**src/rtl/can_af_pkg.sv**
```systemverilog
package can_af_pkg;
  localparam int ID_W  = 29;
  localparam int STD_W = 11;

  // Bits that take part in the compare for a given frame format
  function automatic logic [ID_W-1:0] fmt_scope(input logic ide);
    logic [ID_W-1:0] s;
    s = '0;
    for (int i = ID_W - STD_W; i < ID_W; i++) s[i] = 1'b1;
    return ide ? '1 : s;
  endfunction

  // One buffer's accept decision
  function automatic logic id_accept(
    input logic [ID_W-1:0] fid,
    input logic            fide,
    input logic [ID_W-1:0] bid,
    input logic            bide,
    input logic [ID_W-1:0] msk
  );
    logic [ID_W-1:0] diff;
    diff = (fid ^ bid) & msk & fmt_scope(fide);
    return (fide == bide) && (diff == '0);
  endfunction
endpackage

```
**src/rtl/af_match_cell.sv**
```systemverilog
module af_match_cell
  import can_af_pkg::*;
#(
  parameter bit USE_SEP = 1'b0
) (
  input  logic [ID_W-1:0] frm_id,
  input  logic            frm_ide,
  input  logic            cfg_en,
  input  logic            cfg_rx,
  input  logic            cfg_ide,
  input  logic [ID_W-1:0] cfg_id,
  input  logic [ID_W-1:0] glob_mask,
  input  logic [ID_W-1:0] sep_mask,
  output logic            hit
);
  logic [ID_W-1:0] eff_mask;

  generate
    if (USE_SEP) begin : g_sep
      assign eff_mask = sep_mask;
    end else begin : g_glob
      assign eff_mask = glob_mask;
    end
  endgenerate

  assign hit = cfg_en && cfg_rx && id_accept(frm_id, frm_ide, cfg_id, cfg_ide, eff_mask);
endmodule

```
**src/rtl/af_first_pick.sv**
```systemverilog
module af_first_pick #(
  parameter int N   = 15,
  parameter int IDW = $clog2(N)
) (
  input  logic [N-1:0]   hit_vec,
  output logic [N-1:0]   win_oh,
  output logic [IDW-1:0] win_idx,
  output logic           any_hit
);
  always_comb begin
    win_oh  = '0;
    win_idx = '0;
    for (int i = N - 1; i >= 0; i--) begin
      if (hit_vec[i]) begin
        win_oh     = '0;
        win_oh[i]  = 1'b1;
        win_idx    = IDW'(i);
      end
    end
  end

  assign any_hit = |hit_vec;
endmodule

```
**src/rtl/af_result_reg.sv**
```systemverilog
module af_result_reg #(
  parameter int N   = 15,
  parameter int IDW = $clog2(N)
) (
  input  logic           clk,
  input  logic           rst_n,
  input  logic           strobe,
  input  logic           any_hit,
  input  logic [N-1:0]   win_oh,
  input  logic [IDW-1:0] win_idx,
  input  logic           rtr_in,
  output logic           go,
  output logic           miss,
  output logic [N-1:0]   oh,
  output logic [IDW-1:0] idx,
  output logic           rtr
);
  always_ff @(posedge clk) begin
    if (!rst_n) begin
      go   <= 1'b0;
      miss <= 1'b0;
      oh   <= '0;
      idx  <= '0;
      rtr  <= 1'b0;
    end else if (strobe) begin
      go   <= any_hit;
      miss <= !any_hit;
      oh   <= any_hit ? win_oh : '0;
      idx  <= any_hit ? win_idx : '0;
      rtr  <= any_hit && rtr_in;
    end else begin
      go   <= 1'b0;
      miss <= 1'b0;
      oh   <= '0;
      idx  <= '0;
      rtr  <= 1'b0;
    end
  end


  go_miss_excl_chk: assert property (@(posedge clk) disable iff (!rst_n)
    !(go && miss));


  result_after_strobe_chk: assert property (@(posedge clk) disable iff (!rst_n)
    strobe |=> (go ^ miss));


  idle_no_strobe_chk: assert property (@(posedge clk) disable iff (!rst_n)
    !strobe |=> (!go && !miss && oh == '0));


  onehot_idx_chk: assert property (@(posedge clk) disable iff (!rst_n)
    go |-> ($onehot0(oh) && oh == (N'(1) << idx)));


  rtr_with_go_chk: assert property (@(posedge clk) disable iff (!rst_n)
    rtr |-> go);
endmodule

```
**src/rtl/can_accept_filter.sv**
```systemverilog
module can_accept_filter
  import can_af_pkg::*;
#(
  parameter int NUM_BUF = 15,
  parameter int SEP_IDX = 14,
  localparam int IDX_W  = $clog2(NUM_BUF)
) (
  input  logic                    clk,
  input  logic                    rst_n,
  input  logic                    frm_valid,
  input  logic [ID_W-1:0]         frm_id,
  input  logic                    frm_ide,
  input  logic                    frm_rtr,
  input  logic [NUM_BUF-1:0]      buf_en,
  input  logic [NUM_BUF-1:0]      buf_rx,
  input  logic [NUM_BUF-1:0]      buf_ide,
  input  logic [NUM_BUF*ID_W-1:0] buf_id_flat,
  input  logic [ID_W-1:0]         glob_mask,
  input  logic [ID_W-1:0]         sep_mask,
  output logic                    copy_go,
  output logic [NUM_BUF-1:0]      copy_oh,
  output logic [IDX_W-1:0]        copy_idx,
  output logic                    copy_rtr,
  output logic                    no_match
);
  // Named internal events for the assertions
  logic [NUM_BUF-1:0] hit_vec;
  logic [NUM_BUF-1:0] win_oh;
  logic [IDX_W-1:0]   win_idx;
  logic               any_hit;
  logic [NUM_BUF-1:0] eligible;

  assign eligible = buf_en & buf_rx;

  generate
    for (genvar b = 0; b < NUM_BUF; b++) begin : g_cell
      af_match_cell #(.USE_SEP(b == SEP_IDX)) u_cell (
        .frm_id    (frm_id),
        .frm_ide   (frm_ide),
        .cfg_en    (buf_en[b]),
        .cfg_rx    (buf_rx[b]),
        .cfg_ide   (buf_ide[b]),
        .cfg_id    (buf_id_flat[b*ID_W +: ID_W]),
        .glob_mask (glob_mask),
        .sep_mask  (sep_mask),
        .hit       (hit_vec[b])
      );
    end
  endgenerate

  af_first_pick #(.N(NUM_BUF), .IDW(IDX_W)) u_pick (
    .hit_vec (hit_vec),
    .win_oh  (win_oh),
    .win_idx (win_idx),
    .any_hit (any_hit)
  );

  af_result_reg #(.N(NUM_BUF), .IDW(IDX_W)) u_res (
    .clk     (clk),
    .rst_n   (rst_n),
    .strobe  (frm_valid),
    .any_hit (any_hit),
    .win_oh  (win_oh),
    .win_idx (win_idx),
    .rtr_in  (frm_rtr),
    .go      (copy_go),
    .miss    (no_match),
    .oh      (copy_oh),
    .idx     (copy_idx),
    .rtr     (copy_rtr)
  );


  lowest_wins_chk: assert property (@(posedge clk) disable iff (!rst_n)
    any_hit |-> (((win_oh & hit_vec) == win_oh) && (((win_oh - 1'b1) & hit_vec) == '0)));


  rx_only_chk: assert property (@(posedge clk) disable iff (!rst_n)
    copy_go |-> ((copy_oh & $past(eligible)) == copy_oh));


  miss_no_hit_chk: assert property (@(posedge clk) disable iff (!rst_n)
    (frm_valid && hit_vec == '0) |=> (no_match && copy_oh == '0));


  ide_equal_chk: assert property (@(posedge clk) disable iff (!rst_n)
    copy_go |-> ((copy_oh & ($past(frm_ide) ? $past(buf_ide) : ~$past(buf_ide))) == copy_oh));
endmodule

```
**config.mk**
```make
export PLATFORM = sky130hd
export DESIGN_NAME = can_accept_filter
export DESIGN_NICKNAME = d
export VERILOG_FILES = /design/src/rtl/can_af_pkg.sv /design/src/rtl/af_match_cell.sv /design/src/rtl/af_first_pick.sv /design/src/rtl/af_result_reg.sv /design/src/rtl/can_accept_filter.sv
export SDC_FILE = /design/constraint.sdc
export NUM_CORES = 1
export LEC_CHECK = 0
export BUFFER_PORTS_ARGS = -buffer_cell sky130_fd_sc_hd__buf_2
export CORE_AREA = 5 5 225 227
export CTS_BUF_LIST = sky130_fd_sc_hd__clkbuf_8 sky130_fd_sc_hd__clkbuf_16
export DETAILED_ROUTE_END_ITERATION = 12
export DIE_AREA = 0 0 230 232
export GPL_TIMING_DRIVEN = 0
export PLACE_DENSITY = 0.36
export RECOVER_POWER = 100
export SETUP_SLACK_MARGIN = 0.2
export SLEW_MARGIN = 15
export SYNTH_ARGS = -nofsm -noshare
export SYNTH_HDL_FRONTEND = slang
export SYNTH_SLANG_ARGS = --single-unit
export TNS_END_PERCENT = 1
```
**constraint.sdc**
```tcl
create_clock -name clk -period 5.1 [get_ports clk]
set_input_delay 1.02 -clock clk [delete_from_list [all_inputs] [get_ports clk]]
set_output_delay 1.02 -clock clk [all_outputs]
set_load 0.02 [all_outputs]
```
=== After elaboration in Yosys (flattened, before gate mapping) ===
Cells that the tools add are included.

* Logic and storage cells: 194
* Output and inout bits: 22
* Register bits: 22

* Equal/unequal tests: 15
* Reductions and logical operators: 79
* Muxes and demuxes: 30
* Bitwise logic cells: 48

{| class="wikitable"
|+ Operators by type and width
! operator !! count
|-
| 29-bit bitwise AND || 30
|-
| 29-bit zero test || 15
|-
| 29-bit XOR || 15
|-
| 1-bit logical AND || 46
|-
| 4-bit 2-to-1 mux || 8
|-
| 15-bit OR reduction || 2
|-
| 18-bit 2-to-1 mux || 1
|-
| 17-bit OR reduction || 1
|-
| 16-bit OR reduction || 1
|-
| 1-bit equality test || 15
|-
| 15-bit 2-to-1 mux || 1
|-
| 3-bit 2-to-1 mux || 5
|-
| 14-bit 2-to-1 mux || 1
|-
| 14-bit OR reduction || 1
|-
| 13-bit 2-to-1 mux || 1
|-
| 13-bit OR reduction || 1
|-
| 12-bit 2-to-1 mux || 1
|-
| 12-bit OR reduction || 1
|-
| 11-bit 2-to-1 mux || 1
|-
| 11-bit OR reduction || 1
|-
| 10-bit 2-to-1 mux || 1
|-
| 10-bit OR reduction || 1
|-
| 9-bit 2-to-1 mux || 1
|-
| 9-bit OR reduction || 1
|-
| 15 further kinds || 20
|}

=== Logic depth before layout (Yosys ltp) ===
* Word-level depth: 21
* Depth in mapped cells: 12
* Mapped depth without buffers: 10

=== Cells and area by module ===
From an unflattened synthesis, not the netlist that was laid out.

* Cells, all modules: 875
* Area total of the unflattened synthesis: 7,282.0 µm²

{| class="wikitable"
|+ Modules (own cells, without submodules)
! module !! instances !! area an instance (µm²) !! cells an instance !! seq. area each (µm²)
|-
| af_match_cell || 15 || 419.2 || 52 || 0.0
|-
| af_result_reg || 1 || 674.4 || 50 || 440.4
|-
| af_first_pick || 1 || 320.3 || 45 || 0.0
|}

=== Worst setup path before layout ===
Ideal clock, no wire load.

* Path type: input -> register
* From: input frm_id[11]
* To: register u_res.idx[1]
* Data arrival time: 2,955 ps
* Slack: 2,054 ps
* Library setup time: 91 ps
* Required time: 5,009 ps
* Buffers on the path: 3
* Stages on the path: 12
* Cells stage by stage: buf_2 -> buf_6 -> xor2_1 -> a222oi_1 -> inv_1 -> o32ai_2 -> nand4_2 -> nand4_2 -> nor2_1 -> a21o_1 -> buf_6 -> a311oi_1

* Word-level cells in the longest chain between the ends: 19

{| class="wikitable"
|+ RTL lines
! what !! line !! text
|-
| from (decl) || can_accept_filter.sv:11 || <nowiki>input logic [ID_W-1:0] frm_id,</nowiki>
|-
| 29-bit XOR || can_af_pkg.sv:22 || <nowiki>diff = (fid ^ bid) & msk & fmt_scope(fide);</nowiki>
|-
| 29-bit bitwise AND (2 in series) || can_af_pkg.sv:22 ||
|-
| 29-bit zero test || can_af_pkg.sv:23 || <nowiki>return (fide == bide) && (diff == '0);</nowiki>
|-
| 1-bit logical AND || can_af_pkg.sv:23 ||
|-
| 1-bit logical AND || af_match_cell.sv:26 || <nowiki>assign hit = cfg_en && cfg_rx && id_accept(frm_id, frm_ide, cfg_id, cfg_ide, eff_mask);</nowiki>
|-
| 4-bit 2-to-1 mux (7 in series) || af_first_pick.sv:14 || <nowiki>if (hit_vec[i]) begin</nowiki>
|-
| 3-bit 2-to-1 mux (4 in series) || af_first_pick.sv:14 ||
|-
| 2-bit 2-to-1 mux (2 in series) || af_first_pick.sv:14 ||
|-
| to (signal assigned) || af_result_reg.sv:29 || <nowiki>idx <= any_hit ? win_idx : '0;</nowiki>
|-
| to (decl) || af_result_reg.sv:15 || <nowiki>output logic [IDW-1:0] idx,</nowiki>
|}

Parallel ways exist; a longest one is shown, timed or not.
A chain may end at the register's enable or synchronous reset.

=== Worst setup path after layout ===
* From: input glob_mask[1]
* To: register u_res.idx[1]

* Word-level cells in the longest chain between the ends: 17

{| class="wikitable"
|+ RTL lines
! what !! line !! text
|-
| from (decl) || can_accept_filter.sv:18 || <nowiki>input logic [ID_W-1:0] glob_mask,</nowiki>
|-
| 29-bit bitwise AND (2 in series) || can_af_pkg.sv:22 ||
|-
| 29-bit zero test || can_af_pkg.sv:23 ||
|-
| 1-bit logical AND || can_af_pkg.sv:23 ||
|-
| 1-bit logical AND || af_match_cell.sv:26 ||
|-
| 4-bit 2-to-1 mux (6 in series) || af_first_pick.sv:14 ||
|-
| 3-bit 2-to-1 mux (4 in series) || af_first_pick.sv:14 ||
|-
| 2-bit 2-to-1 mux (2 in series) || af_first_pick.sv:14 ||
|}

Parallel ways exist; a longest one is shown, timed or not.

==> metrics.md <==
| Metric | Value |
|---|---|
| Status | `finished clean` |
| Post-DRT Antenna Nets | `0` |
| Clock Path Buffers | `2` |
| Max transition margin | `41.00%` |
| Worst-path cell chain | `clkbuf_1 > clkbuf_1 > a222oi_1 > nand3_1 > o32ai_1 > nand4_1 > nand3_1 > nor2_1 > a21o_1 > buf_6 > a311oi_1` |
| Layout cells sized above 1 | `39.60%` |
| Fmax | `216.8 MHz` |
| Min Tclk post-route | `4612 ps` |
| Required @ worst endpoint | `5240 ps` |
| Post-Syn Area | `7716 um2` |
| Power Total | `between 1000 and 1500 uW` |
| Ys flop type | `dfxtp_1` |
| Pin count of the biggest net entering global routing | `13` |
| Syn. warnings | `0` |
| Hold buffer count at CTS | `0` |
| CTS tree | `yes` |
| Delay-heaviest family, CP | `compound AO/OA/AOI/OAI gates` |
| Initial antenna violation count | `25` |
| Post-DP HPWL | `51,680 um` |
| Yosys reg bits | `22` |
| Global-route wire length before repair | `about 80,000 um` |
| Drt pass-1 iters | `7` |
| Final setup vio count | `0` |
| Vias per inst | `4.467` |
| Routed wire per std cell | `26.16 um` |
| Buffers on Ports | `between 500 and 600` |
| Drt drc | `0` |
| Slew of the pin with the lowest slew margin | `slightly below 900 ps` |
| FFs w/ async S/R, synth | `0%` |
| CTS clk-pin slew, worst paths | `60 ps` |
| Worst Path Arrival | `about 4800 ps` |
| Crit path max fanout | `10` |
| Number of flops mapped to enable cells by yosys | `0` |
| Max VDD drop | `0.1258 mV` |
| RSZ-0062 raised after global routing | `no` |
| Area grow syn2layout | `47.59%` |
| Crit path largest cell delay | `slightly above 900 ps` |
| GRT Resource Usage Total | `20.01%` |
| Non-filler cells, final | `2,194` |
| Grt total ovfl | `0` |
| Hold Path Sink | `u_res.rtr$_SDFF_PN0_` |
| Num CTS Buffers | `3` |
| Final worst-path cycle share | `about 90%` |
| Crit path kind | `input pin to flip-flop` |
| Die ar. | `53,360 um2` |
| H-Tree Depth | `1` |
| Max cap viols | `0` |
| Final wirelength | `~57,000 um` |
| Max-slew violation count | `0` |
| GPL Wtd Cong | `between 0.8 and 0.9` |
| Initial detailed-routing violation count | `492` |
| Die W | `230 um` |
| Initial Util | `15.93%` |
| Vias in the first global route | `10,860` |
| M1 GR Usage | `22.57%` |
| DR vias | `9,800` |
| Final Net Count | `2,136` |
| Hold path start | `frm_rtr` |
| Cell count after synthesis | `about 1,000` |
| Startpoint Class | `input pin` |
| Clock sinks | `22` |
| Most common cell after layout, fill and taps aside | `buf_2` |
| Root buffer cell | `clkbuf_16` |
| Nature of the critical path endpoint | `flip-flop` |
| Most frequent cells in the layout | `578 x buf_2, 435 x xor2_1, 137 x a22oi_1` |
| Postcts setup bufs | `0` |
| Synth cell types | `37` |
| Num ports | `594` |
| Crit-path slowest cell | `a222oi_1` |
| Mapped Nets | `1,568` |
| Total negative slack | `0 ps` |
| Met2 GRT Util | `between 30 and 40%` |
| Placed cells | `2,181` |
| Global route hottest layer | `met2` |
| Std-Cell Rows | `81` |
| Hold Path Depth | `2` |
| Buffers and inverters on the worst path | `3` |
| Final Hold Viols | `0` |
| Cell Pwr Density | `118.4 nW/um2` |
| Worst hold path type | `input pin to flip-flop` |
| PostCTS Resize Cnt | `0` |
| Sequential-to-total area share from yosys stat | `5.708%` |
| Die H | `232 um` |
| Mean Syn Cell Area | `7.747 um2` |
| Met3 Usage GRT | `between 5 and 6%` |
| Core box area | `48,440 um2` |
| P_leak | `~0.0056 uW` |
worst max path at each step:
| stage | end | startpoint | slack [ps] | cells past startpoint |
|---|---|---|---|---|
| floorplan | u_res.idx[1]$_SDFF_PP0_ | frm_id[11] | 2050 | 12 |
| global placement | u_res.idx[1]$_SDFF_PP0_ | glob_mask[1] | 230 | 11 |
| detailed placement | u_res.idx[1]$_SDFF_PP0_ | glob_mask[1] | 180 | 11 |
| CTS | u_res.idx[1]$_SDFF_PP0_ | glob_mask[1] | 430 | 11 |
| global route | u_res.idx[1]$_SDFF_PP0_ | glob_mask[1] | 260 | 11 |
| finish | u_res.idx[1]$_SDFF_PP0_ | glob_mask[1] | 490 | 11 |
sequential cells by signal, indices dropped and copies added (netlist names):
| name | count |
|---|---|
| u_res.idx | 4 |
| u_res.go | 1 |
| u_res.miss | 1 |
| u_res.rtr | 1 |
| u_res.oh | 15 |
cells by family after synthesis:
kind of cell	Yosys count	share of synthesized area, %
and+or+nand+nor	191	12.65
xor gates and xnor gates	435	49.38
AOI/OAI and AO/OA	242	24.65
DFF	22	5.708
buffers and inverters	106	7.621
through the flow:
stage | cell area [um2] | hold WS, ps | setup slack [ps] | utilization (%)
global placement | 11310 | 1222 | 229.7 | 23.35
global route | 11380 | 969.6 | 263.6 | 23.49
CTS | 11400 | 961.4 | 426.6 | 23.53
finish | 11390 | 967.1 | 487.7 | 23.51
detailed placement | 11310 | 1224 | 179.4 | 23.35
floorplan | 7716 | 1142 | 2054 | -
cell usage after synthesis, types with 2 or more instances:
master	number	area share, %
a22o_1	21	2.4
nor2_1	11	0.54
buf_2	38	2.5
buf_4	6	0.58
nand3_1	31	2.0
o21ai_1	3	0.19
a21oi_1	24	1.6
and4_1	4	0.45
a221oi_1	12	1.4
dfxtp_1	22	5.7
o32ai_1	6	0.68
nand2_1	82	4.0
a211oi_1	8	0.78
and2_1	2	0.16
a2111oi_2	2	0.39
nand4_2	7	1.1
nor4b_1	2	0.23
a311oi_1	2	0.23
nor4_1	2	0.16
o21ai_0	2	0.13
a222oi_1	15	1.9
xor2_1	435	49
nor3_1	11	0.71
nand2b_1	3	0.24
clkbuf_1	33	1.6
nand4_1	33	2.7
a22oi_1	137	13
o32ai_2	6	1.3
inv_1	13	0.63
buf_6	16	2.3
metal layers:
layer	up-vias	share of wire [%]
met5	-	0.34
met4	28	2.3
met3	78	7.2
met2	460	51
met1	4536	39
li1	4698	-
final cells by class:
cell class | instances | area [um2]
Sequential cell | 22 | 440.4
Buffer | 93 | 539.3
Tap cell | 622 | 778.2
Inverter | 13 | 48.80
Antenna cell | 9 | 22.52
Fill cell | 5618 | 37060
Multi-Input combinational cell | 868 | 6681
Clock buffer | 4 | 88.84
Timing Repair Buffer | 563 | 2789
where the power goes:
part	leakage, uW	switching (uW)	internal, uW
clock	0.0000442	57.9	120
sequential	0.000177	0.179	173
combinational	0.00539	566	431
Note: power is estimated with default switching activity, not from simulation.
